## src/rtl/cell_guard_pkg.sv

```systemverilog
package cell_guard_pkg;
  // read-port bit positions (host-visible layout)
  localparam int unsigned RB_CHG = 0;
  localparam int unsigned RB_DIS = 1;
  localparam int unsigned RB_OT  = 4;
  localparam int unsigned RB_DOC = 5;
  localparam int unsigned RB_UV  = 6;
  localparam int unsigned RB_OV  = 7;

  typedef struct packed {
    logic ov;
    logic uv;
    logic doc;
    logic ot;
  } flags_t;
endpackage

```

## src/rtl/cg_rst_sync.sv

```systemverilog
module cg_rst_sync (
  input  logic clk,
  input  logic rst_n,
  output logic rst_n_s
);
  logic [1:0] sr_q;

  always_ff @(posedge clk or negedge rst_n) begin
    if (!rst_n) sr_q <= 2'b00;
    else        sr_q <= {sr_q[0], 1'b1};
  end

  assign rst_n_s = sr_q[1];
endmodule

```

## src/rtl/cg_qual.sv

```systemverilog
module cg_qual #(
  parameter int unsigned DLY = 8
) (
  input  logic clk,
  input  logic rst_n,
  input  logic cond,
  output logic fire
);
  localparam int unsigned W = (DLY < 1) ? 1 : $clog2(DLY + 1);
  localparam logic [W-1:0] LIM = W'(DLY);

  logic [W-1:0] cnt_q, cnt_d;
  logic         cnt_en;

  always_comb begin
    if (!cond)             cnt_d = '0;
    else if (cnt_q != LIM) cnt_d = cnt_q + 1'b1;
    else                   cnt_d = cnt_q;
    cnt_en = (cnt_d != cnt_q);
  end

  always_ff @(posedge clk or negedge rst_n) begin
    if (!rst_n)      cnt_q <= '0;
    else if (cnt_en) cnt_q <= cnt_d;
  end

  assign fire = cond & (cnt_q == LIM);
endmodule

```

## src/rtl/cg_faults.sv

```systemverilog
module cg_faults
  import cell_guard_pkg::*;
(
  input  logic   clk,
  input  logic   rst_n,
  input  logic   ov_fire,
  input  logic   uv_fire,
  input  logic   sc_fire,
  input  logic   oc_fire,
  input  logic   cell_lo_ce,
  input  logic   drop_oc,
  input  logic   cell_uv,
  input  logic   chg_here,
  input  logic   pack_ok,
  input  logic   hot,
  input  logic   ot_clr,
  output flags_t flg,
  output logic   sc_cause
);
  flags_t flg_d;
  logic   sc_d;
  logic   flg_en;

  always_comb begin
    flg_d.ov  = ov_fire | (flg.ov & ~(cell_lo_ce | drop_oc));
    flg_d.uv  = uv_fire | (flg.uv & ~(~cell_uv & chg_here));
    flg_d.doc = sc_fire | oc_fire | (flg.doc & ~pack_ok);
    flg_d.ot  = hot | (flg.ot & ~ot_clr);
    sc_d      = sc_fire | (sc_cause & flg.doc & ~pack_ok);
    flg_en    = ({flg_d, sc_d} != {flg, sc_cause});
  end

  always_ff @(posedge clk or negedge rst_n) begin
    if (!rst_n) begin
      flg      <= '0;
      sc_cause <= 1'b0;
    end else if (flg_en) begin
      flg      <= flg_d;
      sc_cause <= sc_d;
    end
  end
endmodule

```

## src/rtl/cg_host.sv

```systemverilog
module cg_host
  import cell_guard_pkg::*;
(
  input  logic       clk,
  input  logic       rst_n,
  input  logic       wr,
  input  logic [1:0] wperm,
  input  logic       wclr,
  output logic       ctl_chg,
  output logic       ctl_dis,
  output logic       ot_clr
);
  logic chg_d, dis_d;

  always_comb begin
    chg_d  = wr ? wperm[0] : ctl_chg;
    dis_d  = wr ? wperm[1] : ctl_dis;
    ot_clr = wr & wclr;
  end

  always_ff @(posedge clk or negedge rst_n) begin
    if (!rst_n) begin
      ctl_chg <= 1'b1;
      ctl_dis <= 1'b1;
    end else if (wr) begin
      ctl_chg <= chg_d;
      ctl_dis <= dis_d;
    end
  end
endmodule

```

## src/rtl/cell_guard.sv

```systemverilog
module cell_guard
  import cell_guard_pkg::*;
#(
  parameter int unsigned OV_DLY = 1000,
  parameter int unsigned UV_DLY = 1000,
  parameter int unsigned SC_DLY = 20,
  parameter int unsigned OC_DLY = 100
) (
  input  logic       clk,
  input  logic       rst_n,
  input  logic       cell_ov,
  input  logic       cell_lo_ce,
  input  logic       cell_uv,
  input  logic       cell_dep,
  input  logic       drop_oc,
  input  logic       pack_ok,
  input  logic       chg_here,
  input  logic       hot,
  input  logic       pwr_off,
  input  logic       host_wr,
  input  logic [7:0] host_wdata,
  output logic [7:0] host_rdata,
  output logic       chg_en,
  output logic       dis_en,
  output logic       tst_en,
  output logic       rcv_en,
  output logic       sleep_req
);
  localparam int unsigned NQ = 4;
  localparam int unsigned QDLY [NQ] = '{OV_DLY, UV_DLY, SC_DLY, OC_DLY};

  logic          rst_n_s;
  logic [NQ-1:0] q_cond, q_fire;
  flags_t        flg;
  logic          sc_cause, ctl_chg, ctl_dis, ot_clr, blk_both;
  logic          unused_wbits;

  cg_rst_sync u_rst (.clk(clk), .rst_n(rst_n), .rst_n_s(rst_n_s));

  assign q_cond = {drop_oc, cell_dep, cell_uv, cell_ov};

  for (genvar i = 0; i < NQ; i++) begin : g_qual
    cg_qual #(.DLY(QDLY[i])) u_q (
      .clk(clk), .rst_n(rst_n_s), .cond(q_cond[i]), .fire(q_fire[i])
    );
  end

  cg_faults u_flt (
    .clk(clk), .rst_n(rst_n_s),
    .ov_fire(q_fire[0]), .uv_fire(q_fire[1]), .sc_fire(q_fire[2]), .oc_fire(q_fire[3]),
    .cell_lo_ce(cell_lo_ce), .drop_oc(drop_oc), .cell_uv(cell_uv), .chg_here(chg_here),
    .pack_ok(pack_ok), .hot(hot), .ot_clr(ot_clr), .flg(flg), .sc_cause(sc_cause)
  );

  cg_host u_host (
    .clk(clk), .rst_n(rst_n_s), .wr(host_wr),
    .wperm(host_wdata[RB_DIS:RB_CHG]), .wclr(host_wdata[RB_OT]),
    .ctl_chg(ctl_chg), .ctl_dis(ctl_dis), .ot_clr(ot_clr)
  );

  assign unused_wbits = ^{host_wdata[7:5], host_wdata[3:2]};

  always_comb begin
    blk_both  = flg.uv | flg.doc | flg.ot | hot | pwr_off;
    chg_en    = ~blk_both & ~flg.ov & ctl_chg;
    dis_en    = ~blk_both & ctl_dis;
    tst_en    = flg.doc & ~(sc_cause & cell_dep);
    rcv_en    = flg.doc & sc_cause & ~cell_dep;
    sleep_req = flg.uv;
    host_rdata         = '0;
    host_rdata[RB_CHG] = ctl_chg;
    host_rdata[RB_DIS] = ctl_dis;
    host_rdata[RB_OT]  = flg.ot;
    host_rdata[RB_DOC] = flg.doc;
    host_rdata[RB_UV]  = flg.uv;
    host_rdata[RB_OV]  = flg.ov;
  end
endmodule

```

## config.mk

```make
export PLATFORM = sky130hd
export DESIGN_NAME = cell_guard
export DESIGN_NICKNAME = d
export VERILOG_FILES = /design/src/rtl/cell_guard_pkg.sv /design/src/rtl/cg_rst_sync.sv /design/src/rtl/cg_qual.sv /design/src/rtl/cg_faults.sv /design/src/rtl/cg_host.sv /design/src/rtl/cell_guard.sv
export SDC_FILE = /design/constraint.sdc
export NUM_CORES = 1
export LEC_CHECK = 0
export BUFFER_PORTS_ARGS = -buffer_cell sky130_fd_sc_hd__clkbuf_2
export CORE_UTILIZATION = 25
export DETAILED_ROUTE_END_ITERATION = 8
export GPL_TIMING_DRIVEN = 1
export PLACE_DENSITY = 0.42
export SLEW_MARGIN = 20
export SYNTH_ARGS = -nofsm -noshare
export SYNTH_HDL_FRONTEND = slang
export SYNTH_SLANG_ARGS = --single-unit
```

## constraint.sdc

```tcl
create_clock -name clk -period 3.8 [get_ports clk]
set_input_delay 0.38 -clock clk [delete_from_list [all_inputs] [get_ports clk]]
set_output_delay 0.38 -clock clk [all_outputs]
set_load 0.03 [all_outputs]
```

==> qor.log, run 1 <==
INFO  run_status     run_status=complete, no violations
INFO  routing        remaining_drc_errors=0
INFO  power_and_ir_drop power.density=381nW/um^2
INFO  power_and_ir_drop max_vdd_drop=0.176mV
INFO  routing        detail-route-antenna-nets=0
INFO  final_layout   antenna_cells=0
INFO  placed_design  post-dp-hpwl=2940um
INFO  yosys          synth-simple-area-share=0.211
INFO  yosys          synth_xor_area_frac=0.0521
INFO  clocking       cts_setup_buffers=0
INFO  floorplan      chipWidth=91.9um
INFO  timing         max_freq=563MHz
INFO  grt            gr-total-overflow=0
INFO  timing         slew_headroom=0.591
INFO  yosys          synth-seq-area-share=0.510
INFO  clocking       cts_buffers=5
INFO  clocking       cts_root_buffer=sky130_fd_sc_hd__clkbuf_8
INFO  placed_design  port_buffers=25
INFO  yosys          ys_warn_count=0
INFO  grt            grt_pass1_wl=7190um
INFO  worst_setup_path critical_path.endpoint_type=output pin
INFO  timing         setup-violations-final=0
INFO  worst_setup_path critical_path_buf_inv_count=1
INFO  routing        post_drt_wl_per_cell=12.1um
INFO  floorplan      core_area=7770um^2
INFO  clocking       worst_skew_pair.late_latency=0.29ns
INFO  worst_setup_path critical_path_cell_with_the_highest_stage_delay=sky130_fd_sc_hd__dfrtp_1
INFO  routing        number_of_vias_per_cell_after_detailed_routing=4.49
INFO  yosys          syn-mean-instance-area=10.2um^2
INFO  routing        drtIter0Drc=53
INFO  yosys          ys_seq_elements=41
INFO  yosys          ys_top_cells_by_area=sky130_fd_sc_hd__dfrtp_1 48%, sky130_fd_sc_hd__ha_1 5.0%, sky130_fd_sc_hd__nand2_1 4.1%
INFO  grt            grt_start_max_net_pins=40
INFO  yosys          post_synth_fa_ha_maj_area_fraction=0.0496
INFO  yosys          netlist.top_cell.by_area=sky130_fd_sc_hd__dfrtp_1
INFO  timing         timing.clock.skew=0.00532ns
INFO  worst_setup_path crit_fanout=4
INFO  clocking       cts_hold_buffers=1
INFO  timing         hold_viol=0
INFO  routing        drt-total-wl=4000um
INFO  timing         max_slew.worst_pin.slew=0.608ns
INFO  final_layout   flow.area_growth_from_synthesis=17.5%
INFO  worst_setup_path setup.worst_path.start_class=flop
INFO  worst_setup_path timing.setup.critical_path_class=flop to output pin
INFO  timing         fin_tns_setup=0ns
INFO  timing         final_max_slew_viol_count=0
INFO  floorplan      placementRows=32
INFO  final_layout   post_layout_nonfiller_instances=331
INFO  final_layout   layout.nets=256
INFO  floorplan      floorplan.io_pins=33
INFO  placed_design  routabilityCongestion=0.709
INFO  yosys          synth.area.mux_share=0.0360
INFO  worst_setup_path worst_path_dominant_cell_family=simple AND/OR/NAND/NOR gates
INFO  yosys          synth.top_cell.area_share=0.484
INFO  final_layout   finish.utilization=0.305
INFO  clocking       cts_num_sinks=41
INFO  power_and_ir_drop finalPower=0.904mW
INFO  yosys          syn-instance-count=198
INFO  clocking       ctsLongestPathBuffers=2
INFO  placed_design  dp_cells=322
INFO  final_layout   drive_gt1_frac=0.179
INFO  yosys          yosysUniqueCellTypes=35
INFO  final_layout   num-fill-cells=832
INFO  timing         final_min_period_over_clock_period=0.468
INFO  routing        vias=1487
INFO  power_and_ir_drop p_leak=1.06nW
INFO  clocking       clock_tree_from_tritoncts=yes
INFO  worst_setup_path slowest_delay=0.45ns
INFO  floorplan      effective_utilization_at_floorplan=0.260
INFO  yosys          syn-cell-area=2020um^2
INFO  routing        dr.pass1.iters=5
INFO  timing         unrepaired_setup_endpoints_after_global_routing=false
INFO  floorplan      floorplan.die_area=8440um^2
INFO  timing         post-route-min-period=1.78ns
INFO  yosys          synth_top_family_by_area=simple AND/OR/NAND/NOR gates
INFO  run            max_cap_violations=0
INFO  grt            antenna_violations_before_repair=0
INFO  clocking       total_number_of_h_tree_levels=2
INFO  timing         finalWorstSetupSlack=2.02ns
INFO  floorplan      fp.dieH=91.9um
INFO  grt            first_global_vias=1501
INFO  clocking       post_cts.resized_instances=0
INFO  grt            grtUsageTotal=0.109
INFO  placed_design  dp_slack=2.22ns
INFO  clocking       cts.reportedPaths.clkPinSlew=0.08ns
INFO  worst_setup_path cp.required=3.42ns
INFO  worst_setup_path data_arrival_time_of_the_worst_path=1.40ns
INFO  hold_path      holdCritPathClass=input pin to flop
INFO  worst_setup_path crit_path_cell_trace=nor3_1 -> and4b_1 -> clkbuf_2
INFO  yosys          synth_compound_area_frac=0.0973
[where the power goes]
part | switching [mW] | leakage (nW) | internal (mW) | total, mW
clock | 0.152 | 0.0585 | 0.214 | 0.366
combinational | 0.0443 | 0.451 | 0.0266 | 0.0709
sequential | 0.0146 | 0.547 | 0.452 | 0.466
total | 0.211 | 1.06 | 0.693 | 0.904
[area by class of cell]
type                    count  area [um^2]  share of cell area
clock buffers               7         86.3              0.0364
clock inverters             1         30.0              0.0127
inverters                  12         45.0              0.0190
multi-input cells         141          911               0.384
flip-flops and latches     41         1030               0.434
well taps                 102          128              0.0538
repair buffers             27          143              0.0602
[placed cells by master, fill, tap and decap left out, types with 3 or more instances in the layout]
master                     synthesis  layout
sky130_fd_sc_hd__xor2_1            7       7
sky130_fd_sc_hd__o21ai_0           7       7
sky130_fd_sc_hd__conb_1            2       3
sky130_fd_sc_hd__a21oi_1          14      14
sky130_fd_sc_hd__xnor2_1           5       5
sky130_fd_sc_hd__or3_1             4       4
sky130_fd_sc_hd__mux2i_1           5       5
sky130_fd_sc_hd__nor3_1            6       6
sky130_fd_sc_hd__o31ai_1           6       6
sky130_fd_sc_hd__clkbuf_2          0      25
sky130_fd_sc_hd__nor2_1            8       8
sky130_fd_sc_hd__dfrtp_1          39      39
sky130_fd_sc_hd__nand4_1           3       3
sky130_fd_sc_hd__inv_1            11      11
sky130_fd_sc_hd__nand3_1          11      11
sky130_fd_sc_hd__nand2_1          22      22
sky130_fd_sc_hd__and2_1            6       6
sky130_fd_sc_hd__ha_1              8       8
sky130_fd_sc_hd__clkbuf_8          0       6
sky130_fd_sc_hd__or4_1             6       6
[sequential cells by signal, summed over array words and instances (netlist names)]
signal            cells
g_qual.u_q.cnt_q     32
u_flt.sc_cause        1
u_flt.flg             4
u_rst.sr_q            2
u_host.ctl_dis        1
u_host.ctl_chg        1
[path summary, 6_finish.rpt]
path,start,end,slack (ns),cells after the start
max reg2reg,g_qual[0].u_q.cnt_q[0],g_qual[0].u_q.cnt_q[1],2.22,5
max in group asynchronous,u_rst.sr_q[1],u_host.ctl_dis,3.12,1
min in group asynchronous,u_rst.sr_q[1],g_qual[1].u_q.cnt_q[0],0.31,1
max,u_flt.flg[2],chg_en,2.02,3
min reg2reg,u_rst.sr_q[1],g_qual[1].u_q.cnt_q[0],0.31,1
min,hot,u_flt.flg[0],0.30,2
[through the flow]
| stage | cell area [um^2] | hold slack [ns] |
|---|---|---|
| 6_report | 2370 | 0.295 |
| 5_1_grt | 2370 | 0.293 |
| 4_1_cts | 2370 | 0.283 |
| 3_5_place_dp | 2240 | 0.169 |
| 3_3_place_gp | 2240 | 0.166 |
| 2_1_floorplan | 2020 | 0.0844 |
[per-layer routing]
metal	up-vias	GRT usage	wire length, um
li1	746	-	-
met1	718	0.137	1960
met2	18	0.180	1900
met3	5	0.0274	85
met4	0	0.0430	65
met5	-	0	0
[cell families (layout without fill, tap and decap cells)]
kind of cell               count (synthesis)  after routing
adders and majority gates                  8              8
other                                      2              3
DFF                                       41             41
xor gates and xnor gates                  12             12
and+or+nand+nor                           78             78
AOI/OAI and AO/OA                         33             33
muxes                                      7              7
buffers and inverters                     17             47
[worst reg2reg max path, delay by kind of cell, from the launching register on]
kind / cells / cell delay [ns]
multiplexers: 1 / 0.25
flip-flops: 1 / 0.43
adder cells (fa/ha/maj): 1 / 0.15
AND/OR/NAND/NOR: 2 / 0.58
buffers and inverters: 1 / 0.10
[cells in the mapped netlist]
master and instances:
sky130_fd_sc_hd__a22o_1 1, sky130_fd_sc_hd__nand3_1 11, sky130_fd_sc_hd__clkinv_1 1, sky130_fd_sc_hd__nor3b_1 1
sky130_fd_sc_hd__nand2_1 22, sky130_fd_sc_hd__or3_1 4, sky130_fd_sc_hd__nor2b_1 1, sky130_fd_sc_hd__a21boi_0 2
sky130_fd_sc_hd__buf_4 5, sky130_fd_sc_hd__xor2_1 7, sky130_fd_sc_hd__mux2_2 2, sky130_fd_sc_hd__and4b_1 2
sky130_fd_sc_hd__nor3_1 6, sky130_fd_sc_hd__o31ai_1 6, sky130_fd_sc_hd__or4_1 6, sky130_fd_sc_hd__nand4b_1 2
sky130_fd_sc_hd__dfrtp_1 39, sky130_fd_sc_hd__inv_1 11, sky130_fd_sc_hd__nand4_1 3, sky130_fd_sc_hd__o21ai_0 7
sky130_fd_sc_hd__a21oi_1 14, sky130_fd_sc_hd__conb_1 2, sky130_fd_sc_hd__nand2b_1 1, sky130_fd_sc_hd__and4bb_2 1
sky130_fd_sc_hd__or3_2 2, sky130_fd_sc_hd__dfstp_2 2, sky130_fd_sc_hd__a21o_1 2, sky130_fd_sc_hd__and2_1 6
sky130_fd_sc_hd__and3_1 1, sky130_fd_sc_hd__o21a_1 1, sky130_fd_sc_hd__xnor2_1 5, sky130_fd_sc_hd__nor2_1 8
sky130_fd_sc_hd__ha_1 8, sky130_fd_sc_hd__nand3_2 1, sky130_fd_sc_hd__mux2i_1 5
Note: power is estimated with default switching activity, not from simulation.
==> inputs of run 2 (changes only) <==
Clock period 3.8 ns to 1.7 ns, I/O delays scaled along.
==> qor.log, run 2 (synthesized netlist as in run 1, its figures left out) <==
INFO  clocking       cts_buffers=5 [unchanged]
INFO  power_and_ir_drop clock_power_share=0.413 [+0.008]
INFO  worst_setup_path slowest_delay=0.46ns [about the same]
INFO  placed_design  post-dp-hpwl=2990um [+1.4%]
INFO  timing         unrepaired_setup_endpoints_after_global_routing=false
INFO  worst_setup_path cp.required=1.53ns [-1.89 ns]
INFO  routing        drtIter0Drc=40 [-25%]
INFO  grt            first_global_vias=1423 [-5.2%]
INFO  worst_setup_path critical_path_cell_with_the_highest_stage_delay=sky130_fd_sc_hd__dfrtp_1
INFO  timing         post-route-min-period=1.59ns
INFO  routing        remaining_drc_errors=0 [unchanged]
INFO  floorplan      core_area=7770um^2 [unchanged]
INFO  placed_design  routabilityCongestion=0.724 [+2.2%]
INFO  worst_setup_path crit_fanout=4 [unchanged]
INFO  clocking       worst_skew_pair.late_latency=0.30ns [about the same]
INFO  grt            gr-total-overflow=0 [unchanged]
INFO  power_and_ir_drop finalPower=2.05mW [+130%]
INFO  final_layout   largest_reg_flops=32 [unchanged]
INFO  hold_path      holdCritPathClass=input pin to flop
INFO  timing         final_max_slew_viol_count=0 [unchanged]
INFO  routing        post_drt_wl_per_cell=12.5um [+3.0%]
INFO  grt            antenna_violations_before_repair=0 [unchanged]
INFO  power_and_ir_drop max_vdd_drop=0.357mV [+100%]
INFO  run_status     run_status=complete, no violations
INFO  clocking       cts_hold_buffers=1 [unchanged]
INFO  clocking       ctsLongestPathBuffers=2 [unchanged]
INFO  floorplan      effective_utilization_at_floorplan=0.260 [unchanged]
INFO  floorplan      chipWidth=91.9um [unchanged]
INFO  final_layout   num-fill-cells=823 [-1.1%]
INFO  timing         worst_hold_slack=0.0741ns [-0.221 ns]
INFO  routing        detail-route-antenna-nets=0 [unchanged]
INFO  clocking       clock_tree_from_tritoncts=yes
INFO  power_and_ir_drop p_leak=1.07nW [+1.8%]
INFO  worst_setup_path timing.setup.critical_path_class=flop to output pin
INFO  final_layout   drive_gt1_frac=0.194 [+0.0149]
INFO  routing        drt-total-wl=4160um [+3.9%]
INFO  routing        vias=1530 [+2.9%]
INFO  power_and_ir_drop power.internal=1.55mW [+120%]
INFO  final_layout   layout.nets=259 [+1.2%]
INFO  clocking       cts_num_sinks=41 [unchanged]
INFO  worst_setup_path critical_path_buf_inv_count=1 [unchanged]
INFO  worst_setup_path critical_path.endpoint_type=output pin
INFO  final_layout   post_layout_nonfiller_instances=334 [+0.91%]
INFO  placed_design  port_buffers=25 [unchanged]
INFO  final_layout   flow.area_growth_from_synthesis=19.4%
INFO  placed_design  dp_cells=325 [+0.93%]
INFO  routing        number_of_vias_per_cell_after_detailed_routing=4.58 [+2.0%]
INFO  power_and_ir_drop switching_power=0.502mW [+140%]
INFO  floorplan      placementRows=32 [unchanged]
INFO  clocking       cts_setup_buffers=0 [unchanged]
INFO  worst_setup_path worst_path_dominant_cell_family=flip-flops
INFO  grt            grt_pass1_wl=7100um [-1.2%]
INFO  timing         final_min_period_over_clock_period=0.934
INFO  final_layout   regMostFlops=g_qual.u_q.cnt_q
INFO  run            max_cap_violations=0 [unchanged]
INFO  timing         timing.clock.skew=0.00907ns [+0.00375 ns]
INFO  clocking       total_number_of_h_tree_levels=2 [unchanged]
INFO  final_layout   final_common_cell=sky130_fd_sc_hd__dfrtp_1
INFO  power_and_ir_drop share_seq_of_total_power=0.510 [-0.006]
INFO  final_layout   layout.cells.most_common_list=39 x sky130_fd_sc_hd__dfrtp_1, 25 x sky130_fd_sc_hd__clkbuf_2, 22 x sky130_fd_sc_hd__nand2_1
INFO  timing         setup-violations-final=0 [unchanged]
INFO  clocking       cts_root_buffer=sky130_fd_sc_hd__clkbuf_8
INFO  power_and_ir_drop power_frac_comb=0.078 [about the same]
INFO  timing         max_freq=630MHz
INFO  floorplan      floorplan.io_pins=33 [unchanged]
INFO  worst_setup_path setup.worst_path.start_class=flop
INFO  grt            grt_start_max_net_pins=35 [-13%]
INFO  timing         fin_tns_setup=0ns [unchanged]
INFO  final_layout   largestRegisters=g_qual.u_q.cnt_q (32), u_flt.flg (4), u_rst.sr_q (2)
INFO  worst_setup_path crit_path_cell_trace=nor3_1 -> and4b_1 -> clkbuf_2
INFO  final_layout   antenna_cells=0 [unchanged]
INFO  timing         hold_viol=0 [unchanged]
INFO  floorplan      fp.dieH=91.9um [unchanged]
INFO  clocking       post_cts.resized_instances=0 [unchanged]
INFO  floorplan      floorplan.die_area=8440um^2 [unchanged]
INFO  routing        dr.pass1.iters=4 [-1]
INFO  clocking       cts.reportedPaths.clkPinSlew=0.09ns [about the same]
INFO  power_and_ir_drop switching_share=0.244 [+0.0112]
INFO  worst_setup_path data_arrival_time_of_the_worst_path=1.42ns [+0.02 ns]
INFO  power_and_ir_drop power.density=852nW/um^2 [+120%]
INFO  grt            grtUsageTotal=0.108 [-0.000825]
[run 2: cell count changes in the layout (fill, tap and decap cells not counted)]
cell,previous run,this run
sky130_fd_sc_hd__buf_12,0,1
sky130_fd_sc_hd__buf_4,1,3
sky130_fd_sc_hd__clkbuf_1,1,0
sky130_fd_sc_hd__clkinvlp_4,0,1
[run 2: stage by stage]
step                      setup WS, ns  utilization  area, um^2
after floorplan                  0.220            -        2020
after global placement           0.265        0.293        2280
after detailed placement         0.254        0.293        2280
after CTS                       0.0748        0.310        2410
after global routing            0.0164        0.310        2410
final                            0.113        0.310        2410
[run 2: worst paths after layout]
kind | from | end | slack, ns | cells after the start
min | hot | u_flt.flg[0] | 0.07 | 2
min in group asynchronous | u_rst.sr_q[1] | u_flt.flg[2] | 0.12 | 0
max in group asynchronous | u_rst.sr_q[1] | u_host.ctl_dis | 1.03 | 1
max | u_flt.flg[2] | chg_en | 0.11 | 3
max reg2reg | g_qual[0].u_q.cnt_q[1] | g_qual[0].u_q.cnt_q[8] | 0.24 | 4
min reg2reg | u_rst.sr_q[1] | u_flt.flg[2] | 0.12 | 0
[run 2: area by class of cell]
| type | instances | area, um^2 | share of cell area |
|---|---|---|---|
| Inverter | 12 | 45.0 | 0.0187 |
| Multi-Input combinational cell | 141 | 911 | 0.378 |
| Tap cell | 102 | 128 | 0.0530 |
| Clock inverter | 2 | 37.5 | 0.0156 |
| Sequential cell | 41 | 1030 | 0.427 |
| Timing Repair Buffer | 30 | 178 | 0.0737 |
| Clock buffer | 6 | 82.6 | 0.0343 |
[run 2: per-layer routing]
metal	wire [um]	vias up	track usage
met5	0	-	0
met4	76	0	0.0469
met3	110	7	0.0290
met2	1920	19	0.169
met1	2050	756	0.142
li1	-	748	-
[run 2: power by group through the flow]
stage	Sequential, mW	Combinational, mW	Clock (mW)
finish	1.05	0.159	0.847
global route	1.05	0.185	0.907
CTS	1.05	0.165	0.872
detailed placement	1.07	0.162	0
global placement	1.07	0.163	0
floorplan	1.07	0.0988	0
==> inputs of run 3 (changes only) <==
Settings changed: CELL_PAD_IN_SITES_DETAIL_PLACEMENT from default to 1, CELL_PAD_IN_SITES_GLOBAL_PLACEMENT from default to 2, PLACE_DENSITY 0.42 to 0.59.
==> qor.log, run 3 (synthesized netlist as in run 1, its figures left out) <==
INFO  floorplan      fp.dieH=91.9um [unchanged]
INFO  timing         hold_viol=0 [unchanged]
INFO  placed_design  post-dp-hpwl=3290um [+10%]
INFO  worst_setup_path data_arrival_time_of_the_worst_path=1.41ns [about the same]
INFO  timing         unrepaired_setup_endpoints_after_global_routing=false
INFO  final_layout   largestRegisters=g_qual.u_q.cnt_q (32), u_flt.flg (4), u_rst.sr_q (2)
INFO  power_and_ir_drop max_vdd_drop=0.259mV [-27%]
INFO  final_layout   layout.cells.most_common_list=38 x sky130_fd_sc_hd__dfrtp_1, 25 x sky130_fd_sc_hd__clkbuf_2, 22 x sky130_fd_sc_hd__nand2_1
INFO  power_and_ir_drop power.density=835nW/um^2 [-1.9%]
INFO  clocking       worst_skew_pair.late_latency=0.30ns [about the same]
INFO  grt            grtUsageTotal=0.114 [+0.00592]
INFO  clocking       cts.reportedPaths.clkPinSlew=0.08ns [about the same]
INFO  final_layout   final_common_cell=sky130_fd_sc_hd__dfrtp_1
INFO  worst_setup_path slowest_delay=0.46ns [about the same]
INFO  grt            grt_start_max_net_pins=40 [+14%]
INFO  clocking       ctsLongestPathBuffers=2 [unchanged]
INFO  timing         max_freq=633MHz [+0.51%]
INFO  power_and_ir_drop p_leak=1.07nW [-0.76%]
INFO  routing        drtIter0Drc=37 [-7.5%]
INFO  grt            antenna_violations_before_repair=0 [unchanged]
INFO  run_status     run_status=complete, no violations
INFO  placed_design  routabilityCongestion=0.667 [-7.9%]
INFO  final_layout   drive_gt1_frac=0.199 [+0.00517]
INFO  grt            gr-total-overflow=0 [unchanged]
INFO  timing         post-route-min-period=1.58ns [-0.00805 ns]
INFO  timing         max_slew.worst_pin.slew=0.510ns
INFO  worst_setup_path critical_path.endpoint_type=output pin
INFO  worst_setup_path timing.setup.critical_path_class=flop to output pin
INFO  worst_setup_path setup.worst_path.start_class=flop
INFO  timing         timing.clock.skew=0.00630ns [-0.00278 ns]
INFO  clocking       cts_root_buffer=sky130_fd_sc_hd__clkbuf_8
INFO  routing        dr.pass1.iters=4 [unchanged]
INFO  final_layout   flow.area_growth_from_synthesis=18.6%
INFO  clocking       total_number_of_h_tree_levels=2 [unchanged]
INFO  floorplan      core_area=7770um^2 [unchanged]
INFO  timing         fin_tns_setup=0ns [unchanged]
INFO  worst_setup_path cp.required=1.53ns [about the same]
INFO  final_layout   layout.nets=259 [unchanged]
INFO  floorplan      chipWidth=91.9um [unchanged]
INFO  floorplan      effective_utilization_at_floorplan=0.260 [unchanged]
INFO  floorplan      floorplan.io_pins=33 [unchanged]
INFO  final_layout   largest_reg_flops=32 [unchanged]
INFO  placed_design  port_buffers=25 [unchanged]
INFO  timing         slew_headroom=0.660
INFO  timing         final_max_slew_viol_count=0 [unchanged]
INFO  worst_setup_path crit_fanout=4 [unchanged]
INFO  worst_setup_path crit_path_cell_trace=nor3_4 -> and4b_1 -> clkbuf_2
INFO  routing        remaining_drc_errors=0 [unchanged]
INFO  routing        detail-route-antenna-nets=0 [unchanged]
INFO  timing         final_min_period_over_clock_period=0.929 [-0.00474]
INFO  final_layout   antenna_cells=0 [unchanged]
INFO  clocking       cts_num_sinks=41 [unchanged]
INFO  routing        drt-total-wl=4510um [+8.5%]
INFO  run            max_cap_violations=0 [unchanged]
INFO  timing         worst_hold_slack=0.0668ns [-0.00727 ns]
INFO  clocking       cts_setup_buffers=0 [unchanged]
INFO  routing        number_of_vias_per_cell_after_detailed_routing=4.59 [+0.23%]
INFO  clocking       cts_buffers=5 [unchanged]
INFO  hold_path      holdCritPathClass=input pin to flop
INFO  grt            first_global_vias=1500 [+5.4%]
INFO  worst_setup_path critical_path_cell_with_the_highest_stage_delay=sky130_fd_sc_hd__dfrtp_1
INFO  clocking       clock_tree_from_tritoncts=yes
INFO  routing        post_drt_wl_per_cell=13.6um [+8.8%]
INFO  power_and_ir_drop finalPower=2.00mW [-2.6%]
INFO  floorplan      floorplan.die_area=8440um^2 [unchanged]
INFO  final_layout   regMostFlops=g_qual.u_q.cnt_q
INFO  routing        vias=1529 [-0.065%]
INFO  timing         setup-violations-final=0 [unchanged]
INFO  grt            grt_pass1_wl=7450um [+5.0%]
INFO  floorplan      placementRows=32 [unchanged]
run 3: stage by stage:
step | worst slack, ns | area, um^2 | util | instances
floorplan | 0.220 | 2020 | - | 199
global placement | 0.173 | 2270 | 0.292 | 325
detailed placement | 0.150 | 2270 | 0.292 | 325
CTS | 0.0539 | 2390 | 0.307 | 333
global route | 0.0195 | 2390 | 0.308 | 333
finish | 0.121 | 2390 | 0.308 | 333
run 3: critical path, delay by kind of cell (launching register included):
| family | cells | cell delay [ns] |
|---|---|---|
| simple gates | 2 | 0.46 |
| flops | 1 | 0.46 |
| buf+inv | 1 | 0.20 |
run 3: path summary, 6_finish.rpt:
| check | start | to | slack [ns] | cells past startpoint |
|---|---|---|---|---|
| max in group asynchronous | u_rst.sr_q[1] | u_flt.flg[1] | 1.01 | 1 |
| worst min-delay path | hot | u_flt.flg[0] | 0.07 | 2 |
| min in group asynchronous | rst_n | u_rst.sr_q[0] | 0.19 | 2 |
| worst max-delay path | u_flt.flg[2] | chg_en | 0.12 | 3 |
| worst max register to register | g_qual[0].u_q.cnt_q[0] | g_qual[0].u_q.cnt_q[8] | 0.15 | 4 |
| worst min register to register | u_rst.sr_q[1] | g_qual[1].u_q.cnt_q[0] | 0.32 | 1 |
run 3: what timing repair did:
action | CTS | global route
hold buffers | 1 | 0
resized for setup | 1 | 2
endpoints found under the setup margin | 2 | 1
endpoints found under the hold margin | 2 | 0
run 3: layout make-up:
type,count,area [um^2]
clock buffers,5,68.8
clock inverters,2,35.0
fillers,910,5370
inverters,12,45.0
multi-input cells,141,922
flip-flops and latches,41,1030
well taps,102,128
repair buffers,30,165
run 3: layer usage:
metal,share of wire,GRT usage,vias to the layer above
met3,0.031,0.0282,7
met4,0.015,0.0430,0
met2,0.45,0.185,25
met1,0.50,0.147,745
li1,-,-,752
met5,0,0,-
run 3: power breakdown:
group	internal [mW]	total, mW	switching [mW]
registers	1.01	1.04	0.0331
logic	0.0644	0.171	0.106
clock network	0.427	0.785	0.358
